<file path="src/rtl/iq_ser_pkg.sv">
package iq_ser_pkg;
    localparam int SMP_W   = 24;
    localparam int PAY_W   = 64;
    localparam int NB_W    = $clog2(PAY_W / 8 + 1);

    typedef enum logic [1:0] {
        ST_IDLE = 2'd0,
        ST_SYNC = 2'd1,
        ST_DATA = 2'd2,
        ST_GAP  = 2'd3
    } ser_state_e;

    typedef struct packed {
        logic wide;
        logic gain_en;
        logic gain_alt;
        logic embed;
        logic clk_inv;
        logic fs_inv;
        logic fs_long;
        logic fs_hiz;
    } ser_cfg_t;
endpackage

</file>
<file path="src/rtl/iq_ser_clkgen.sv">
module iq_ser_clkgen #(
    parameter int DIV_W = 8
) (
    input  logic             clk,
    input  logic             rst_n,
    input  logic             restart,
    input  logic [DIV_W-1:0] div,
    output logic             bit_end,
    output logic             clk_hi
);
    localparam int PH_W = DIV_W + 1;

    logic [PH_W-1:0] phase;
    logic [PH_W-1:0] half;
    logic [PH_W-1:0] last;

    always_comb begin
        half = (div == '0) ? PH_W'(1) : PH_W'(div);
        last = PH_W'((32'(half) << 1) - 32'd1);
    end

    always_ff @(posedge clk) begin
        if (!rst_n)
            phase <= '0;
        else if (restart || phase == last)
            phase <= '0;
        else
            phase <= phase + PH_W'(1);
    end

    assign bit_end = (phase == last);
    assign clk_hi  = (phase < half);
endmodule

</file>
<file path="src/rtl/iq_ser_pack.sv">
module iq_ser_pack
    import iq_ser_pkg::*;
(
    input  logic [SMP_W-1:0] i_word,
    input  logic [SMP_W-1:0] q_word,
    input  logic [7:0]       atten,
    input  logic [7:0]       rssi,
    input  ser_cfg_t         cfg,
    input  logic             alt_sel,
    output logic [PAY_W-1:0] payload,
    output logic [NB_W-1:0]  n_bytes
);
    always_comb begin
        logic [7:0] g0;
        logic [7:0] g1;
        int nb;
        if (cfg.gain_alt) begin
            g0 = alt_sel ? rssi : atten;
            g1 = 8'h00;
        end else begin
            g0 = atten;
            g1 = rssi;
        end
        if (!cfg.gain_en) begin
            g0 = 8'h00;
            g1 = 8'h00;
        end
        if (cfg.wide)
            payload = {i_word, q_word, g0, g1};
        else
            payload = {i_word[15:0], q_word[15:0], g0, g1, 16'h0000};
        nb = cfg.wide ? 6 : 4;
        if (cfg.gain_en)
            nb = nb + (cfg.gain_alt ? 1 : 2);
        n_bytes = NB_W'(nb);
    end
endmodule

</file>
<file path="src/rtl/iq_ser_fsm.sv">
module iq_ser_fsm
    import iq_ser_pkg::*;
#(
    parameter int GAP_BITS = 9
) (
    input  logic             clk,
    input  logic             rst_n,
    input  logic             start,
    input  ser_cfg_t         cfg_in,
    input  logic [PAY_W-1:0] payload,
    input  logic [NB_W-1:0]  n_bytes,
    input  logic             bit_end,
    output ser_state_e       state,
    output ser_cfg_t         cfg_q,
    output logic             data_raw,
    output logic             data_oe,
    output logic             fs_raw
);
    localparam int GAP_W = $clog2(GAP_BITS + 1);

    ser_state_e       state_d;
    logic [PAY_W-1:0] shreg;
    logic [NB_W-1:0]  bytes_left;
    logic [3:0]       slot;
    logic [GAP_W-1:0] gap_cnt;
    logic             last_slot;

    assign last_slot = (slot == (cfg_q.embed ? 4'd9 : 4'd7));

    // state register
    always_ff @(posedge clk) begin
        if (!rst_n)
            state <= ST_IDLE;
        else
            state <= state_d;
    end

    // transitions
    always_comb begin
        state_d = state;
        unique case (state)
            ST_IDLE: if (start) state_d = cfg_in.embed ? ST_DATA : ST_SYNC;
            ST_SYNC: if (bit_end) state_d = ST_DATA;
            ST_DATA: if (bit_end && last_slot && bytes_left == NB_W'(1))
                         state_d = cfg_q.embed ? ST_GAP : ST_IDLE;
            ST_GAP:  if (bit_end && gap_cnt == '0) state_d = ST_IDLE;
            default: state_d = ST_IDLE;
        endcase
    end

    // frame datapath
    always_ff @(posedge clk) begin
        if (!rst_n) begin
            cfg_q      <= '0;
            shreg      <= '0;
            bytes_left <= '0;
            slot       <= '0;
            gap_cnt    <= '0;
        end else if (state == ST_IDLE && start) begin
            cfg_q      <= cfg_in;
            shreg      <= payload;
            bytes_left <= n_bytes;
            slot       <= '0;
            gap_cnt    <= GAP_W'(GAP_BITS - 1);
        end else if (state == ST_DATA && bit_end) begin
            if (!cfg_q.embed || (slot != 4'd0 && slot != 4'd9))
                shreg <= shreg << 1;
            if (last_slot) begin
                slot       <= '0;
                bytes_left <= bytes_left - NB_W'(1);
            end else begin
                slot <= slot + 4'd1;
            end
        end else if (state == ST_GAP && bit_end) begin
            gap_cnt <= gap_cnt - GAP_W'(1);
        end
    end

    // outputs
    always_comb begin
        data_raw = 1'b1;
        data_oe  = 1'b0;
        fs_raw   = 1'b0;
        unique case (state)
            ST_IDLE: data_oe = cfg_q.embed;
            ST_SYNC: fs_raw = 1'b1;
            ST_DATA: begin
                data_oe = 1'b1;
                fs_raw  = cfg_q.fs_long & ~cfg_q.embed;
                if (cfg_q.embed && slot == 4'd0)
                    data_raw = 1'b0;
                else if (cfg_q.embed && slot == 4'd9)
                    data_raw = 1'b1;
                else
                    data_raw = shreg[PAY_W-1];
            end
            ST_GAP:  data_oe = 1'b1;
            default: data_oe = 1'b0;
        endcase
    end
endmodule

</file>
<file path="src/rtl/iq_serial_tx.sv">
module iq_serial_tx
    import iq_ser_pkg::*;
#(
    parameter int DIV_W    = 8,
    parameter int GAP_BITS = 9
) (
    input  logic             clk,
    input  logic             rst_n,
    input  logic             smp_valid,
    input  logic [SMP_W-1:0] smp_i,
    input  logic [SMP_W-1:0] smp_q,
    input  logic [7:0]       agc_atten,
    input  logic [7:0]       agc_rssi,
    input  logic             cfg_wide,
    input  logic             cfg_gain_en,
    input  logic             cfg_gain_alt,
    input  logic             cfg_embed_sync,
    input  logic             cfg_clk_inv,
    input  logic             cfg_fs_inv,
    input  logic             cfg_fs_long,
    input  logic             cfg_fs_hiz,
    input  logic [DIV_W-1:0] cfg_div,
    output logic             ser_clk,
    output logic             ser_data,
    output logic             ser_data_oe,
    output logic             ser_fs,
    output logic             ser_fs_oe,
    output logic             overrun
);
    ser_cfg_t         cfg_in;
    ser_cfg_t         cfg_q;
    ser_state_e       fsm_state;
    logic [PAY_W-1:0] payload;
    logic [NB_W-1:0]  n_bytes;
    logic [DIV_W-1:0] div_q;
    logic             accept;
    logic             alt_sel;
    logic             bit_end;
    logic             clk_hi;
    logic             data_raw;
    logic             data_oe;
    logic             fs_raw;

    assign cfg_in = '{wide: cfg_wide, gain_en: cfg_gain_en, gain_alt: cfg_gain_alt,
                      embed: cfg_embed_sync, clk_inv: cfg_clk_inv, fs_inv: cfg_fs_inv,
                      fs_long: cfg_fs_long, fs_hiz: cfg_fs_hiz};
    assign accept = smp_valid && (fsm_state == ST_IDLE);

    always_ff @(posedge clk) begin
        if (!rst_n) begin
            div_q   <= DIV_W'(1);
            alt_sel <= 1'b0;
            overrun <= 1'b0;
        end else begin
            if (accept) begin
                div_q <= cfg_div;
                if (cfg_gain_en && cfg_gain_alt)
                    alt_sel <= ~alt_sel;
            end
            if (smp_valid && fsm_state != ST_IDLE)
                overrun <= 1'b1;
        end
    end

    iq_ser_clkgen #(.DIV_W(DIV_W)) clkgen_i (
        .clk     (clk),
        .rst_n   (rst_n),
        .restart (accept),
        .div     (div_q),
        .bit_end (bit_end),
        .clk_hi  (clk_hi)
    );

    iq_ser_pack pack_i (
        .i_word  (smp_i),
        .q_word  (smp_q),
        .atten   (agc_atten),
        .rssi    (agc_rssi),
        .cfg     (cfg_in),
        .alt_sel (alt_sel),
        .payload (payload),
        .n_bytes (n_bytes)
    );

    iq_ser_fsm #(.GAP_BITS(GAP_BITS)) fsm_i (
        .clk      (clk),
        .rst_n    (rst_n),
        .start    (accept),
        .cfg_in   (cfg_in),
        .payload  (payload),
        .n_bytes  (n_bytes),
        .bit_end  (bit_end),
        .state    (fsm_state),
        .cfg_q    (cfg_q),
        .data_raw (data_raw),
        .data_oe  (data_oe),
        .fs_raw   (fs_raw)
    );

    assign ser_clk     = clk_hi ^ cfg_q.clk_inv;
    assign ser_data    = data_raw;
    assign ser_data_oe = data_oe;
    assign ser_fs      = cfg_q.embed ? 1'b0 : (fs_raw ^ cfg_q.fs_inv);
    assign ser_fs_oe   = !(cfg_q.embed && cfg_q.fs_hiz);
endmodule

</file>
<file path="config.mk">
export PLATFORM = sky130hd
export DESIGN_NAME = iq_serial_tx
export DESIGN_NICKNAME = d
export VERILOG_FILES = /design/src/rtl/iq_ser_pkg.sv /design/src/rtl/iq_ser_clkgen.sv /design/src/rtl/iq_ser_pack.sv /design/src/rtl/iq_ser_fsm.sv /design/src/rtl/iq_serial_tx.sv
export SDC_FILE = /design/constraint.sdc
export NUM_CORES = 1
export LEC_CHECK = 0
export ABC_CLOCK_PERIOD_IN_PS = 8400
export BUFFER_PORTS_ARGS = -buffer_cell sky130_fd_sc_hd__buf_2
export CAP_MARGIN = 20
export CELL_PAD_IN_SITES_DETAIL_PLACEMENT = 1
export CELL_PAD_IN_SITES_GLOBAL_PLACEMENT = 1
export CORE_UTILIZATION = 48
export CTS_BUF_LIST = sky130_fd_sc_hd__clkbuf_4 sky130_fd_sc_hd__clkbuf_8
export CTS_CLUSTER_SIZE = 20
export DETAILED_ROUTE_END_ITERATION = 7
export GPL_TIMING_DRIVEN = 0
export PLACE_DENSITY = 0.92
export SYNTH_ARGS = -nofsm -noshare
export SYNTH_HDL_FRONTEND = slang
export SYNTH_SLANG_ARGS = --single-unit
</file>
<file path="constraint.sdc">
create_clock -name clk -period 8.4 [get_ports clk]
set_input_delay 0.42 -clock clk [delete_from_list [all_inputs] [get_ports clk]]
set_output_delay 0.42 -clock clk [all_outputs]
set_load 0.01 [all_outputs]
</file>
* Word level (Yosys, flattened, before mapping)
Cells that the tools add are included.
Widths: inputs -> output; s select.
** Word-level totals
- Flip-flop bits (word level) :: 102
- Output and inout bits :: 6
** Operators by class
- $add $sub $neg :: 6
- Order comparisons :: 1
- Eq/ne operators :: 13
- Multiplexer cells :: 34
- Bitwise operators :: 7
- Reduce and logical (&&, ||, !) cells :: 36
** Operators with widths (count)
- $mux 64 :: 4
- $mux 8 :: 6
- $mux 4 :: 9
- $mux 2 :: 8
- $logic_and 1x1->1 :: 13
- $ne 2x1->1 const B :: 5
- $reduce_and 2->1 :: 5
- $reduce_bool 2->1 :: 5
- $add 9x1->9 const B :: 1
- $eq 9x9->1 :: 1
- $lt 9x9->1 :: 1
- $sub 9x1->9 const B :: 1
- $logic_not 4->1 :: 2
- $logic_not 8->1 :: 1
- $pmux 2 s4 :: 1
- $sub 4x1->4 const B :: 2
- $reduce_or 2->1 :: 3
- $add 4x1->4 const B :: 1
- $add 4x4->4 :: 1
- $eq 2x2->1 const B :: 2
- $eq 4x1->1 const B :: 1
- $eq 4x4->1 :: 1
- $eq 4x4->1 const B :: 1
- $mux 1 :: 4
- other kinds (11) :: 18

* Depth between registers and ports, before layout
- Depth in word-level cells :: 8
- Gate-level depth with buffers :: 13
- Gate-level depth less buffers :: 11

* By module
Synthesis repeated with hierarchy kept, for this count alone.
** Unflattened totals
- Cell total of the unflattened synthesis :: 759
- Area total of the unflattened synthesis :: 6040.8 µm²
** By module, submodules not included
- iq_ser_fsm :: times used 1, cells an instance 505, area an instance 3935.0 µm²
- iq_ser_clkgen :: times used 1, cells an instance 100, area an instance 843.3 µm²
- iq_ser_pack :: times used 1, cells an instance 115, area an instance 837.1 µm²
- iq_serial_tx :: times used 1, cells an instance 39, area an instance 425.4 µm²

* Worst setup path after synthesis
Ideal clock, no wire load.
- Path kind :: reg-to-reg
- Start :: reg div_q[3]
- End :: reg fsm_i.bytes_left[3]
- Library setup time :: 0.074 ns
- Data arrival time :: 3.231 ns
- Required time :: 8.326 ns
- Setup slack :: 5.095 ns
- Cell stages (with the launch flop) :: 11
- Period minus slack after synthesis :: 3.305 ns
- Path through :: dfxtp_1 or4_4 nor4_1 nor2_1 ha_1 or3_2 o211ai_1 o311a_2 o2111ai_4 or4_1 a31oi_1
** Between the ends
- Cells in the longest elaborated chain, start to end :: 7
** Ends and longest elaborated chain
- from (decl) :: line iq_serial_tx.sv:35 : logic [DIV_W-1:0] div_q;
- from (signal assigned) :: line iq_serial_tx.sv:56 : div_q <= cfg_div;
- $logic_not 8->1 :: line iq_ser_clkgen.sv:18 : half = (div == '0) ? PH_W'(1) : PH_W'(div);
- $mux 8 (*) :: line iq_ser_clkgen.sv:18
- $sub 9x1->9 (*) :: line iq_ser_clkgen.sv:19 : last = PH_W'((32'(half) << 1) - 32'd1);
- $eq 9x9->1 (*) :: line iq_ser_clkgen.sv:31 : assign bit_end = (phase == last);
- $logic_and 1x1->1 (*) :: line iq_ser_fsm.sv:65 : end else if (state == ST_DATA && bit_end) begin
- $reduce_bool 2->1 (no source line) (*)
- $reduce_and 2->1 (no source line) (*)
- to (signal assigned) :: line iq_ser_fsm.sv:62 : bytes_left <= n_bytes;
- to (signal assigned) :: line iq_ser_fsm.sv:70 : bytes_left <= bytes_left - NB_W'(1);
- to (decl) :: line iq_ser_fsm.sv:23 : logic [NB_W-1:0] bytes_left;
Every way passes the cells marked *; elsewhere a longest branch is shown, timed or not.
A chain may end at the register's enable or synchronous reset.

* Final worst setup path
- Start :: reg div_q[4]
- End :: reg fsm_i.shreg[6]
** Between the ends
- Cells in the longest elaborated chain, start to end :: 7
** Ends and longest elaborated chain
- $logic_not 8->1 :: line iq_ser_clkgen.sv:18
- $mux 8 (*) :: line iq_ser_clkgen.sv:18
- $sub 9x1->9 (*) :: line iq_ser_clkgen.sv:19
- $eq 9x9->1 (*) :: line iq_ser_clkgen.sv:31
- $logic_and 1x1->1 (*) :: line iq_ser_fsm.sv:65
- $reduce_bool 2->1 (no source line) (*)
- $reduce_and 2->1 (no source line) (*)
- to (signal assigned) :: line iq_ser_fsm.sv:61 : shreg <= payload;
- to (signal assigned) :: line iq_ser_fsm.sv:67 : shreg <= shreg << 1;
- to (decl) :: line iq_ser_fsm.sv:22 : logic [PAY_W-1:0] shreg;
Marks and branches as above.

==> impl_metrics.csv <==
group,metric,value,unit
global_routing,grt_pass1_vias,6002,
sta,slew_viol_final,0,
clock_network,h-tree-depth,3,
pwr,seq_power_share,0.436,
routing,first_pass_iters,7,
critical_path,start_kind,"flip-flop",
floorplan,core,11600,sq um
job,maxCapViolations,0,
global_routing,gr-total-overflow,0,
clock_network,worstSkewPairLatency,0.40,ns
cells_and_area,area_delta_synth_final,13.7,%
synthesis,ys_seq_area_frac,0.352,
critical_path,crit_type,"reg2reg",
sta,min_period,3.81,ns
place,dp_hpwl,14.3,mm
routing,drt_iter0_drc,292,
cells_and_area,post-route-util,0.568,
synthesis,synth_area_per_cell,8.69,sq um
run_status,status,"finished, violations left",
floorplan,num_rows,39,
clock_network,postCtsSetupRepairBufs,0,
cells_and_area,final_nets,870,
cells_and_area,drive_gt1_frac,0.222,
pwr,p_leak,2.97,nW
global_routing,antenna_found_initial,0,
critical_path,critical_path.max_fanout,10,
clock_network,cts_hold_buf,0,
clock_network,cts_tree,"built",
cells_and_area,multi_input_area,3420,sq um
worst_hold_path,hp-class,"in2reg",
sta,rsz0062_at_grt,"no",
pwr,switching_share,0.398,
clock_network,clkTransAtPathRegs,0.10,ns
sta,setup-violations-final,0,
synthesis,synth_top_area_frac,0.352,
critical_path,path_cells,"or4_4, nor4_1, nor2_1, ha_1, or3_2, o211ai_1, o311a_2, o2111ai_2, buf_4, buf_2, o21ai_0, a21oi_1",
synthesis,async_flop_share,0,
pwr,ir_worst_vdd,0.122,mV
routing,ant_nets,0,
synthesis,synth_nets,772,
sta,slew_headroom,0.519,
synthesis,ys.flop_type,"dfxtp_1",
routing,wirelength,18.9,mm
synthesis,syn_inst,668,
place,gp_congestion,0.906,
clock_network,clock_path_buffers,2,
sta,fin_tns_setup,0,ns
clock_network,clkSinkCount,102,
synthesis,synth_largest_area_cell,"dfxtp_1",
pwr,power.switching,0.621,mW
global_routing,grt_max_degree,17,
routing,via_count,5625,
sta,finClkSkew,0.0110,ns
global_routing,grt_first_pass_wirelength,30.5,mm
pwr,internal_power,0.941,mW
sta,worst_pin_slew,0.714,ns
synthesis,synth-seq-cells,102,
floorplan,start_util,0.500,
global_routing,grt_usage,0.310,
critical_path,cp-end-kind,"flip-flop",
critical_path,cp_slowest_cell,"or4_4",
cells_and_area,n_fill_cell,1444,
floorplan,dieWidth,112,um
floorplan,dieHeight,112,um
place,io_buffers,86,
sta,hold_viol_final,0,
critical_path,cp_data_arrival_time,4.10,ns
synthesis,synth_area,5800,sq um
critical_path,cpPeakStageDelay,0.59,ns
pwr,power_density,237,nW/um^2
cells_and_area,seq_area,2040,sq um
pwr,clkPwrFrac,0.191,
routing,post_drt_wl_per_cell,20.6,um
synthesis,synth_area_leaders,"dfxtp_1 (35%), mux2i_1 (8.8%), a21oi_1 (7.7%)",
pwr,combPwrFrac,0.374,
sta,min_period_over_period,0.454,
sta,fmax,262,MHz
routing,routed_via_density,6.15,
synthesis,synth_edf_count,0,
clock_network,root_buffer,"clkbuf_8",
synthesis,yosys_warnings,0,
floorplan,ioPinCount,89,
floorplan,dieArea,12500,sq um
routing,drc,4,
run_status,violations,"design-rule violations",
critical_path,cp.required,8.69,ns
cells_and_area,antenna_cells,0,
clock_network,cts_resized,0,
clock_network,cts_made_buffers,9,
synthesis,synth.distinct_cells,64,
-- stage by stage --
stage	hold WS (ns)	instance area (sq um)	total power, mW	setup slack (ns)	instances
after floorplan	0.436	5800	1.07	5.10	668
after CTS	0.242	6590	1.56	4.63	913
after global routing	0.264	6590	1.65	4.30	914
after global placement	0.444	6410	1.21	4.72	897
after detailed placement	0.457	6410	1.26	4.66	897
final	0.257	6590	1.56	4.59	914
-- worst max-delay path: cells and delay by family (launching register included) --
kind	cells	cell delay, ns
AOI/OAI and AO/OA	5	0.95
adders and majority gates	1	0.29
buffers and inverters	2	0.44
DFF	1	0.40
and+or+nand+nor	4	1.62
-- power groups by stage --
stage,combinational (mW),clock [mW],sequential (mW)
floorplan,0.408,0,0.658
global placement,0.530,0,0.675
detailed placement,0.572,0,0.686
CTS,0.579,0.301,0.677
global route,0.641,0.320,0.691
finish,0.584,0.298,0.681
-- cell families (layout without fill, tap and decap cells) --
logic type / Yosys count / count (layout) / synth area share
AOI/OAI and AO/OA: 216 / 216 / 0.235
and+or+nand+nor: 153 / 153 / 0.127
DFF: 102 / 102 / 0.352
muxes: 84 / 84 / 0.152
buffers and inverters: 72 / 175 / 0.0587
adders and majority gates: 21 / 21 / 0.0453
xor gates and xnor gates: 20 / 20 / 0.0302
-- path summary, 6_finish.rpt --
kind / start / end / slack, ns / cells after the start
worst max-delay path: div_q[4]$_SDFFE_PN0P_ / fsm_i.shreg[6]$_SDFFE_PN0P_ / 4.59 / 12
worst min-delay path: cfg_div[0] / div_q[0]$_SDFFE_PN1P_ / 0.26 / 3
worst max register to register: div_q[4]$_SDFFE_PN0P_ / fsm_i.shreg[6]$_SDFFE_PN0P_ / 4.59 / 12
worst min register to register: fsm_i.cfg_q[1]$_SDFFE_PN0P_ / fsm_i.cfg_q[1]$_SDFFE_PN0P_ / 0.47 / 2
-- layout make-up --
type                    count  area share
clock buffers              10      0.0209
plain buffers              45      0.0362
clock inverters             6     0.00569
repair buffers             87      0.0664
well taps                 143      0.0271
inverters                  27      0.0154
flip-flops and latches    102       0.310
multi-input cells         494       0.519
-- routing by layer --
| metal | routed length, um | GRT usage | vias to the layer above |
|---|---|---|---|
| met5 | 0 | 0 | - |
| met4 | 395 | 0.107 | 0 |
| met3 | 871 | 0.0512 | 33 |
| met2 | 9560 | 0.559 | 172 |
| met1 | 8040 | 0.371 | 2814 |
| li1 | - | - | 2606 |
-- flip-flops by register name (all words and copies together) (netlist names), 2 cells and up --
name              cells
fsm_i.slot            4
fsm_i.bytes_left      4
clkgen_i.phase        9
fsm_i.cfg_q           5
fsm_i.gap_cnt         4
fsm_i.state           2
div_q                 8
fsm_i.shreg          64
-- cell usage after synthesis (2+ instances only) --
| cell type | number |
|---|---|
| o21ai_0 | 57 |
| or4_1 | 2 |
| nor2_1 | 34 |
| inv_1 | 26 |
| o21a_1 | 8 |
| and2_1 | 2 |
| a21o_1 | 2 |
| and2_2 | 2 |
| and3_1 | 12 |
| a211oi_1 | 4 |
| a21oi_1 | 89 |
| ha_1 | 21 |
| nand3_1 | 14 |
| a31oi_1 | 2 |
| nand2_1 | 63 |
| nor3_1 | 3 |
| dfxtp_1 | 102 |
| o211ai_1 | 3 |
| xor2_1 | 10 |
| mux2i_1 | 51 |
| xnor2_1 | 10 |
| nand2b_1 | 4 |
| mux2_2 | 33 |
| a221oi_1 | 8 |
| o31ai_1 | 17 |
| clkbuf_1 | 30 |
| o221a_2 | 8 |
| clkbuf_8 | 3 |
| nand4_1 | 2 |
| or3_1 | 3 |
| nor2b_1 | 2 |
| buf_6 | 3 |
| o2111a_1 | 2 |
| buf_2 | 4 |
| buf_4 | 3 |
-- placed cells by master, fill, tap and decap left out, types with 3 or more instances in the layout --
| master | instances |
|---|---|
| a211oi_1 | 4 |
| a21oi_1 | 89 |
| a221oi_1 | 8 |
| and3_1 | 12 |
| buf_2 | 90 |
| buf_4 | 3 |
| buf_6 | 3 |
| clkbuf_1 | 30 |
| clkbuf_8 | 13 |
| clkinv_2 | 3 |
| clkinvlp_4 | 3 |
| dfxtp_1 | 102 |
| ha_1 | 21 |
| inv_1 | 26 |
| mux2_2 | 33 |
| mux2i_1 | 51 |
| nand2_1 | 63 |
| nand2b_1 | 4 |
| nand3_1 | 14 |
| nor2_1 | 34 |
| nor3_1 | 3 |
| o211ai_1 | 3 |
| o21a_1 | 8 |
| o21ai_0 | 57 |
| o221a_2 | 8 |
| o31ai_1 | 17 |
| or3_1 | 3 |
| xnor2_1 | 10 |
| xor2_1 | 10 |
Power figures use the tool's default switching activity.
